`src/rtl/chain_dma_pkg.sv`:
```
package chain_dma_pkg;
  localparam int QW_BYTES  = 16;
  localparam int START_BIT = 8;
  localparam int TTE_BIT   = 6;
  localparam int TIE_BIT   = 7;

  localparam logic [2:0] KIND_CNTS = 3'd0;
  localparam logic [2:0] KIND_CNT  = 3'd1;
  localparam logic [2:0] KIND_END  = 3'd7;

  typedef struct packed {
    logic load;
    logic fetchTag;
    logic moveBeat;
    logic finish;
  } dma_strobe_t;

  typedef enum logic [1:0] {S_IDLE, S_XFER, S_TAG, S_DONE} dma_state_t;
endpackage

```
`src/rtl/chain_dma_ctrl.sv`:
```
module chain_dma_ctrl
  import chain_dma_pkg::*;
(
  input  logic        clk,
  input  logic        rstN,
  input  logic        start,
  input  logic        startChain,
  input  logic        qwcZero,
  input  logic        tagFault,
  input  logic [2:0]  tagKind,
  input  logic        tagIrq,
  input  logic        tieOn,
  output dma_strobe_t st,
  output logic        busy
);
  dma_state_t state, nxt;
  logic lastFlag;
  logic kindKnown;

  assign kindKnown = (tagKind == KIND_CNTS) || (tagKind == KIND_CNT) || (tagKind == KIND_END);
  assign busy = (state != S_IDLE);

  always_comb begin
    st  = '0;
    nxt = state;
    case (state)
      S_IDLE: if (start) begin
        st.load = 1'b1;
        nxt = S_XFER;
      end
      S_XFER: begin
        if (!qwcZero) st.moveBeat = 1'b1;
        else if (lastFlag) nxt = S_DONE;
        else nxt = S_TAG;
      end
      S_TAG: begin
        st.fetchTag = 1'b1;
        nxt = (tagFault || !kindKnown) ? S_DONE : S_XFER;
      end
      default: begin
        st.finish = 1'b1;
        nxt = S_IDLE;
      end
    endcase
  end

  always_ff @(posedge clk or negedge rstN) begin
    if (!rstN) begin
      state    <= S_IDLE;
      lastFlag <= 1'b1;
    end else begin
      state <= nxt;
      if (st.load) lastFlag <= !startChain;
      else if (state == S_TAG) lastFlag <= (tagKind == KIND_END) || (tieOn && tagIrq);
    end
  end
endmodule

```
`src/rtl/chain_dma_path.sv`:
```
module chain_dma_path
  import chain_dma_pkg::*;
#(
  parameter int AW    = 32,
  parameter int DW    = 128,
  parameter int SP_AW = 14,
  parameter int CW    = 16
) (
  input  logic             clk,
  input  logic             rstN,
  input  dma_strobe_t      st,
  input  logic             dirIn,
  input  logic [31:0]      ctrlIn,
  input  logic [AW-1:0]    madrIn,
  input  logic [AW-1:0]    sadrIn,
  input  logic [AW-1:0]    tadrIn,
  input  logic [CW-1:0]    qwcIn,
  input  logic [1:0]       stallSel,
  input  logic [1:0]       ringSel,
  input  logic [AW-1:0]    ringBase,
  input  logic [AW-1:0]    ringMask,
  output logic             memReq,
  output logic             memWe,
  output logic [AW-1:0]    memAddr,
  output logic [DW-1:0]    memWdata,
  input  logic [DW-1:0]    memRdata,
  input  logic             memErr,
  output logic             spReq,
  output logic             spWe,
  output logic [SP_AW-1:0] spAddr,
  output logic [DW-1:0]    spWdata,
  input  logic [DW-1:0]    spRdata,
  output logic [31:0]      ctrl,
  output logic [AW-1:0]    madr,
  output logic [AW-1:0]    sadr,
  output logic [AW-1:0]    tadr,
  output logic [CW-1:0]    qwc,
  output logic [AW-1:0]    stallAddr,
  output logic             busErr,
  output logic             idErr,
  output logic             irq,
  output logic             qwcZero,
  output logic             tagFault,
  output logic [2:0]       tagKind,
  output logic             tagIrq,
  output logic             tieOn
);
  localparam logic [AW-1:0] STEP = AW'(QW_BYTES);
  localparam int SHIFT = $clog2(QW_BYTES);

  logic          dirReg;
  logic [DW-1:0] tagWord;
  logic [CW-1:0] tagCount;
  logic [AW-1:0] tagAddr;
  logic          tagTake;
  logic          wrapOn;
  logic [AW-1:0] madrStep;

  assign tagWord  = dirReg ? memRdata : spRdata;
  assign tagCount = tagWord[CW-1:0];
  assign tagKind  = tagWord[30:28];
  assign tagIrq   = tagWord[31];
  assign tagAddr  = tagWord[32 +: AW];
  assign tagFault = dirReg && memErr;
  assign tagTake  = st.fetchTag && !tagFault;
  assign qwcZero  = (qwc == '0);
  assign tieOn    = ctrl[TIE_BIT];
  assign wrapOn   = !dirReg && ringSel[1];
  assign madrStep = wrapOn ? ringBase + ((madr + STEP) & ringMask) : madr + STEP;

  always_comb begin
    memReq = 1'b0; memWe = 1'b0; memAddr = madr; memWdata = '0;
    spReq  = 1'b0; spWe  = 1'b0; spAddr = sadr[SP_AW-1:0]; spWdata = '0;
    if (st.fetchTag) begin
      if (dirReg) begin
        memReq  = 1'b1;
        memAddr = tadr;
        if (ctrl[TTE_BIT]) begin
          spReq   = 1'b1;
          spWe    = 1'b1;
          spWdata = memRdata;
        end
      end else begin
        spReq = 1'b1;
      end
    end
    if (st.moveBeat) begin
      memReq = 1'b1;
      spReq  = 1'b1;
      if (dirReg) begin
        spWe    = 1'b1;
        spWdata = memRdata;
      end else begin
        memWe    = 1'b1;
        memWdata = spRdata;
      end
    end
  end

  always_ff @(posedge clk or negedge rstN) begin
    if (!rstN) begin
      dirReg <= 1'b0; ctrl <= '0; madr <= '0; sadr <= '0; tadr <= '0;
      qwc <= '0; stallAddr <= '0; busErr <= 1'b0; idErr <= 1'b0; irq <= 1'b0;
    end else begin
      irq <= st.finish;
      if (st.load) begin
        dirReg <= dirIn;
        ctrl   <= ctrlIn | (32'd1 << START_BIT);
        madr   <= madrIn;
        sadr   <= sadrIn;
        tadr   <= tadrIn;
        qwc    <= qwcIn;
        busErr <= 1'b0;
        idErr  <= 1'b0;
      end
      if (st.fetchTag && tagFault) busErr <= 1'b1;
      if (tagTake) begin
        ctrl[31:16] <= tagWord[31:16];
        qwc  <= tagCount;
        madr <= tagAddr;
        if (!dirReg || ctrl[TTE_BIT]) sadr <= sadr + STEP;
        if (dirReg && (tagKind == KIND_CNT || tagKind == KIND_CNTS))
          tadr <= tagAddr + (AW'(tagCount) << SHIFT);
        if (tagKind == KIND_CNTS && stallSel == 2'b10) stallAddr <= tagAddr;
        if (tagKind != KIND_CNTS && tagKind != KIND_CNT && tagKind != KIND_END) idErr <= 1'b1;
      end
      if (st.moveBeat) begin
        qwc  <= qwc - 1'b1;
        sadr <= sadr + STEP;
        madr <= madrStep;
      end
      if (st.finish) begin
        ctrl[START_BIT] <= 1'b0;
        qwc <= '0;
      end
    end
  end
endmodule

```
`src/rtl/chain_dma.sv`:
```
module chain_dma
  import chain_dma_pkg::*;
#(
  parameter int AW    = 32,
  parameter int DW    = 128,
  parameter int SP_AW = 14,
  parameter int CW    = 16
) (
  input  logic             clk,
  input  logic             rstN,
  input  logic             start,
  input  logic             dirToSp,
  input  logic [31:0]      ctrlIn,
  input  logic [AW-1:0]    madrIn,
  input  logic [AW-1:0]    sadrIn,
  input  logic [AW-1:0]    tadrIn,
  input  logic [CW-1:0]    qwcIn,
  input  logic [1:0]       stallSel,
  input  logic [1:0]       ringSel,
  input  logic [AW-1:0]    ringBase,
  input  logic [AW-1:0]    ringMask,
  output logic             memReq,
  output logic             memWe,
  output logic [AW-1:0]    memAddr,
  output logic [DW-1:0]    memWdata,
  input  logic [DW-1:0]    memRdata,
  input  logic             memErr,
  output logic             spReq,
  output logic             spWe,
  output logic [SP_AW-1:0] spAddr,
  output logic [DW-1:0]    spWdata,
  input  logic [DW-1:0]    spRdata,
  output logic             busy,
  output logic [31:0]      ctrlOut,
  output logic [AW-1:0]    madrOut,
  output logic [AW-1:0]    sadrOut,
  output logic [AW-1:0]    tadrOut,
  output logic [CW-1:0]    qwcOut,
  output logic [AW-1:0]    stallAddr,
  output logic             busErr,
  output logic             idErr,
  output logic             irq
);
  dma_strobe_t st;
  logic qwcZero, tagFault, tagIrq, tieOn;
  logic [2:0] tagKind;

  chain_dma_ctrl u_ctrl (
    .clk, .rstN, .start,
    .startChain(ctrlIn[3:2] == 2'b01),
    .qwcZero, .tagFault, .tagKind, .tagIrq, .tieOn,
    .st, .busy
  );

  chain_dma_path #(.AW(AW), .DW(DW), .SP_AW(SP_AW), .CW(CW)) u_path (
    .clk, .rstN, .st, .dirIn(dirToSp), .ctrlIn, .madrIn, .sadrIn, .tadrIn, .qwcIn,
    .stallSel, .ringSel, .ringBase, .ringMask,
    .memReq, .memWe, .memAddr, .memWdata, .memRdata, .memErr,
    .spReq, .spWe, .spAddr, .spWdata, .spRdata,
    .ctrl(ctrlOut), .madr(madrOut), .sadr(sadrOut), .tadr(tadrOut), .qwc(qwcOut),
    .stallAddr, .busErr, .idErr, .irq,
    .qwcZero, .tagFault, .tagKind, .tagIrq, .tieOn
  );
endmodule

```
`config.mk`:
```
export PLATFORM = sky130hd
export DESIGN_NAME = chain_dma
export DESIGN_NICKNAME = d
export VERILOG_FILES = /design/src/rtl/chain_dma_pkg.sv /design/src/rtl/chain_dma_ctrl.sv /design/src/rtl/chain_dma_path.sv /design/src/rtl/chain_dma.sv
export SDC_FILE = /design/constraint.sdc
export NUM_CORES = 1
export LEC_CHECK = 0
export BUFFER_PORTS_ARGS = -buffer_cell sky130_fd_sc_hd__buf_4
export CORE_AREA = 8 8 368 370
export CTS_CLUSTER_SIZE = 25
export DETAILED_ROUTE_END_ITERATION = 12
export DIE_AREA = 0 0 376 378
export PLACE_DENSITY = 0.38
export SLEW_MARGIN = 15
export SYNTH_ARGS = -nofsm -noshare
export SYNTH_HDL_FRONTEND = slang
export SYNTH_SLANG_ARGS = --single-unit
```
`constraint.sdc`:
```
create_clock -name clk -period 4.3 [get_ports clk]
set_clock_uncertainty 0.1 [all_clocks]
set_input_delay 0.215 -clock clk [delete_from_list [all_inputs] [get_ports clk]]
set_output_delay 0.215 -clock clk [all_outputs]
set_load 0.005 [all_outputs]
```
==> results of run 1 <==
-- synth_stat cells, types with 12 or more instances --
| master | n |
|---|---|
| a211oi_1 | 44 |
| a21o_1 | 31 |
| a21oi_1 | 119 |
| a31oi_1 | 47 |
| and2_1 | 284 |
| and3_1 | 16 |
| buf_1 | 12 |
| buf_2 | 21 |
| buf_4 | 16 |
| clkbuf_1 | 87 |
| dfrtp_1 | 182 |
| ha_1 | 51 |
| inv_1 | 27 |
| mux2_2 | 89 |
| mux2i_1 | 15 |
| nand2_1 | 318 |
| nand2b_1 | 13 |
| nand3_1 | 43 |
| nand4_1 | 15 |
| nor2_1 | 146 |
| nor2b_1 | 25 |
| nor3_1 | 27 |
| o211ai_1 | 12 |
| o21ai_0 | 80 |
| o22ai_1 | 22 |
| xnor2_1 | 34 |
| xor2_1 | 34 |
-- critical path, delay by kind of cell, from the launching register on --
| kind | cells | cell delay, ns |
|---|---|---|
| compound gates | 1 | 0.74 |
| flops | 1 | 0.47 |
| buf+inv | 2 | 0.46 |
| simple gates | 4 | 1.45 |
-- power groups by stage --
stage	registers, W	clock network, W	logic (W)
after floorplan	0.00312	0	0.00520
after global placement	0.00377	0	0.0118
after detailed placement	0.00376	0	0.0118
after CTS	0.00375	0.00195	0.0121
after global routing	0.00382	0.00198	0.0128
final	0.00367	0.00184	0.0118
-- cell usage in the layout, fill, tap and decap left out, types with 8 or more instances in the layout --
cell type,count
inv_1,27
clkbuf_16,17
mux2i_1,15
diode_2,13
o221a_2,8
o22ai_1,22
a21oi_1,119
mux2_2,89
nand2_1,316
nor2b_1,25
a211oi_1,44
nor2_1,144
a31oi_1,47
nor3_1,27
nand4_1,15
buf_4,1036
ha_1,51
and3_1,16
o211ai_1,12
xnor2_1,34
a22oi_1,11
nand3_1,43
a21o_1,31
and2_1,283
dfrtp_1,180
dlygate4sd3_1,129
xor2_1,34
or3_1,11
nand2b_1,12
o21ai_0,80
-- sequential cells by signal (all words and copies together), names as in the netlist --
signal	cells
u_path.ctrl	32
u_path.madr	32
u_path.sadr	32
u_path.stallAddr	32
u_path.tadr	32
u_path.qwc	16
u_ctrl.state	2
u_ctrl.lastFlag	1
u_path.busErr	1
u_path.dirReg	1
u_path.idErr	1
u_path.irq	1
-- per-stage QoR --
stage | instances | utilization, % | power (W) | instance area, µm²
2_1_floorplan | 1962 | - | 0.00832 | 15400
3_3_place_gp | 4620 | 19.1 | 0.0156 | 24900
3_5_place_dp | 4620 | 19.1 | 0.0156 | 24900
4_1_cts | 4781 | 20.6 | 0.0178 | 26800
5_1_grt | 4783 | 20.6 | 0.0186 | 26800
6_report | 4794 | 20.6 | 0.0173 | 26800
-- metal layers --
layer	vias to the layer above	wire length [µm]	track usage, %
met5	-	234	0
met4	36	2110	3.66
met3	102	10300	6.09
met2	743	69600	33.4
met1	9604	66700	25.7
li1	8955	-	-
-- area by class of cell --
type / count / area (µm²) / share of cell area [%]
Sequential cell: 183 / 4590 / 17.1
Clock inverter: 14 / 188 / 0.699
Clock buffer: 18 / 429 / 1.60
Antenna cell: 13 / 32.5 / 0.121
Tap cell: 1755 / 2200 / 8.18
Multi-Input combinational cell: 1611 / 10100 / 37.6
Inverter: 27 / 101 / 0.378
Timing Repair Buffer: 1173 / 9220 / 34.4
-- logic make-up after synthesis --
| group | count (synthesis) | synth area share (%) |
|---|---|---|
| AO/OA/AOI/OAI | 454 | 19.3 |
| XOR/XNOR | 68 | 3.88 |
| adder cells (fa/ha/maj) | 53 | 4.41 |
| buffers and inverters | 168 | 4.91 |
| flip-flops | 183 | 29.8 |
| multiplexers | 104 | 7.50 |
| AND/OR/NAND/NOR | 932 | 30.2 |
-- final timing paths --
path,slack (ns),to,start
max,0.26,memWdata[104],u_path.qwc[10]$_DFFE_PN0P_
min,0.05,u_path.tadr[24]$_DFF_PN0_,tadrIn[24]
max reg2reg,0.30,u_path.madr[31]$_DFFE_PN0P_,u_path.madr[4]$_DFFE_PN0P_
min reg2reg,0.38,u_path.ctrl[11]$_DFFE_PN0P_,u_path.ctrl[11]$_DFFE_PN0P_
max in group asynchronous,3.06,u_path.ctrl[25]$_DFFE_PN0P_,rstN
min in group asynchronous,0.12,u_path.ctrl[15]$_DFFE_PN0P_,rstN
-- repair_timing --
item / in CTS / in global routing
resized for setup: 0 / 2
hold endpoints to repair: 166 / 0
hold buffers: 129 / 0
setup endpoints to repair: 0 / 3
==> metrics, run 1 <==
status completed; leading area contributor after synthesis dfrtp_1; critical path fanouts, max 61; die area 142000 µm²; pre-CTS WS 0.316 ns; pin count of the biggest net entering global routing 130; Max VDD drop 0.335 mV; Final Slew Violations 0; Vias/cell 4.06; Detailed Place HPWL 128000 µm; top cells by area, synth dfrtp_1 30%, and2_1 12%, nand2_1 7.8%, mux2_2 6.5%, ha_1 4.2%; Sequential Power Share 21.2%; post-DR wirelength/cell 31.1 µm; GR Util All Layers 20.0%; core region area 130000 µm²; post-synthesis cell count 1962; dominant synthesized flop cell dfrtp_1; Post-Route WL 149000 µm; worst min path class in -> reg; GP Congestion 0.926; Post-CTS Setup Repair Bufs 0; syn nets 2488; DRC errors left 0; Clock Latency Late Sink 0.53 ns; CTS Buf Count 17; CTS Sinks 183; Cell Chain, Critical Path or3_1 > nor3_1 > a41o_2 > nor2_4 > buf_12 > and2_1 > buf_4; Power Density 645 nW/µm²; die height 378 µm; Sw Pwr 0.00877 W; Sw Ratio 50.7%; Fin. Hold Viols 0; nets@finish 3539; final worst path period share 93.9%; maximum root-to-sink buffer count 2; CTS tree built; Synth Warn # 0; max-cap violations 0; Clock Power Share 10.6%; # setup viols final 0; Worst R2R Path Depth 17; die width 376 µm; Static Leakage 12.6 nW; Critical Path Max Stage Delay 0.74 ns; WHS Path Cells 5; Seq/Total Area, Yosys 29.8%; share of layout cells above drive strength 1 39.8%; Synth Register Bits 183; internal power 0.00854 W; Worst-path clk slew 0.09 ns; Worst EP required 3.98 ns; first-pass GRT wire length 193000 µm; final worst slack 0.264 ns; GR Overflow Total 0; Setup Crit Path Kind reg -> out; top cell type's share of synthesized area 29.6%; Mean Syn Cell Area 7.83 µm²; I/O Buffers 956; P&R area growth vs syn 74.7%; number of global-route vias before repair 20.3k; final antenna-violating net count 0; Worst slew margin 23.5%; hold_ws 0.0549 ns; row count 133; Fmax 248 MHz; num ports 959; Worst setup SP type flip-flop; Crit path arrival time 3.72 ns; combinational fraction of design power 68.2%; Starting Density 11.8%; DR pass1 iterations 5; synth unique cells 77; root buffer cell clkbuf_16; setup TNS 0 ns; RSZ-0062 raised after global routing false; CP max stage cell a41o_2; H-tree level count 4; Post-synth ARST share 100%; actual slew at the worst max-slew pin 1.14 ns; EDFF count, synth 0; initial antenna violation count 45; Initial DRC Count 975; fill cell count 14.8k; Tmin final 4.04 ns; CP endpoint kind output pin; Post-Syn Area 15400 µm²; routed via count 19.4k
No activity file was read; power rests on OpenSTA's default activity.
==> run 2, diff against run 1 <==
- BUFFER_PORTS_ARGS: -buffer_cell sky130_fd_sc_hd__buf_4 -> -buffer_cell sky130_fd_sc_hd__clkbuf_2
- PLACE_DENSITY: 0.38 -> 0.41
==> run 2 against run 1 <==
Effect of this change: global-route usage decreased by 0.065 points; register-to-register slack improved by 0.04 ns; worst setup slack gained 0.047 ns; final cell count fell by 0.25%; worst hold slack worse by 0.029 ns; non-clock buffer count down 23; die area did not move; critical path depth stayed put; combinational power decreased by 8%; cell area down 9.3%; clock power is essentially flat; critical path type unchanged; largest cell class unchanged; largest power group unchanged; highest routed layer unchanged.
==> metrics, run 2 (synthesis results as in run 1) <==
status completed; root buffer cell clkbuf_16; worst r2r src u_path.madr[8]$_DFFE_PN0P_; Setup Crit Path Kind reg -> out; first-pass GRT wire length 192000 µm; Cell Chain, Critical Path inv_1 > ha_1 > a41o_2 > a21boi_4 > buf_12 > and2_1 > clkbuf_2; routed via count 19.5k; Layout Cells excl Fill 4782; setup TNS 0 ns; CP endpoint kind output pin; GR Overflow Total 0; P&R area growth vs syn 58.4%; nets@finish 3516; Seq. cell area 4580 µm²; total power 0.0163 W; die height 378 µm; busiest grt layer met2; min-delay src tadrIn[19]; I/O Buffers 956; critical path fanouts, max 104; final antenna-violating net count 0; H-tree level count 4; Detailed Place HPWL 129000 µm; number of global-route vias before repair 19.8k; CTS Buf Count 17; Tmin final 3.99 ns; Initial DRC Count 1156; DP Cell Count 4600; Critical Path Max Stage Delay 0.74 ns; Vias/cell 4.07; initial antenna violation count 61; Worst slew margin 28.9%; Crit path arrival time 3.67 ns; die area 142000 µm²; met1 usage 26.2%; # setup viols final 0; CTS Sinks 183; Clock Latency Late Sink 0.54 ns; most frequent cells in the layout 955 x clkbuf_2, 316 x nand2_1, 283 x and2_1; Worst EP required 3.98 ns; met3 usage 6.27%; Power Density 669 nW/µm²; RSZ-0062 raised after global routing false; Fmax 251 MHz; Post-Route WL 148000 µm; num ports 959; area of the multi-input gates 10100 µm²; fill cell count 15.0k; Worst setup SP type flip-flop; row count 133; worst min path class in -> reg; CP startpoint u_path.qwc[0]$_DFFE_PN0P_; DRC errors left 0; GP Congestion 0.947; hold_ws 0.0256 ns; post-DR wirelength/cell 31.0 µm; pin count of the biggest net entering global routing 105; Starting Density 11.8%; Worst-path clk slew 0.10 ns; Fin. Hold Viols 0; core region area 130000 µm²; Max VDD drop 0.356 mV; final worst path period share 92.8%; share of layout cells above drive strength 1 39.5%; GR Util All Layers 20.0%; commonest non-fill, non-tap cell in the layout clkbuf_2; die width 376 µm; CP max stage cell a21boi_4; max-cap violations 0; DR pass1 iterations 7; grt met2 use 32.9%; maximum root-to-sink buffer count 2; Static Leakage 11.8 nW; CTS tree built; Final Slew Violations 0; actual slew at the worst max-slew pin 1.06 ns
run 2: routing by layer:
metal	wire, µm	vias up
met2	68500	796
li1	-	8932
met1	66600	9578
met4	1580	46
met3	11400	112
met5	304	-
run 2: final cells by class:
class | instances | share of cell area, %
Antenna cell | 24 | 0.247
Clock buffer | 17 | 1.75
Multi-Input combinational cell | 1611 | 41.5
Timing Repair Buffer | 1150 | 27.4
Inverter | 27 | 0.416
Sequential cell | 183 | 18.8
Tap cell | 1755 | 9.02
Clock inverter | 15 | 0.823
run 2: report_power, final:
part           internal (W)  switching (W)
registers           0.00245        0.00118
logic               0.00417        0.00666
clock network      0.000798        0.00104
run 2: worst paths after layout:
| check | endpoint | slack [ns] | cells after the start |
|---|---|---|---|
| min reg2reg | u_path.ctrl[15]$_DFFE_PN0P_ | 0.38 | 2 |
| max reg2reg | u_path.madr[28]$_DFFE_PN0P_ | 0.34 | 14 |
| min | u_path.tadr[19]$_DFF_PN0_ | 0.03 | 5 |
| max in group asynchronous | u_path.sadr[26]$_DFF_PN0_ | 2.75 | 3 |
| min in group asynchronous | u_path.ctrl[7]$_DFFE_PN0P_ | 0.16 | 2 |
| max | spWdata[66] | 0.31 | 7 |
run 2: critical path: cells and delay by family, from the launching register on:
| kind | cells | cell delay, ns |
|---|---|---|
| AOI/OAI and AO/OA | 2 | 1.08 |
| adders and majority gates | 1 | 0.26 |
| buffers and inverters | 3 | 0.74 |
| DFF | 1 | 0.60 |
| and+or+nand+nor | 1 | 0.40 |
run 2: what timing repair did:
item / CTS / global route
setup buffers: 0 / 1
gates resized for setup: 0 / 3
setup endpoints to repair: 0 / 4
hold buffers: 125 / 0
hold endpoints to repair: 176 / 0
run 2: through the flow:
step	utilization (%)	instance area, µm²	setup slack, ns
4_1_cts	18.6	24300	0.226
6_report	18.7	24300	0.311
3_3_place_gp	17.2	22400	0.241
2_1_floorplan	-	15400	0.436
3_5_place_dp	17.2	22400	0.302
5_1_grt	18.7	24300	0.0344
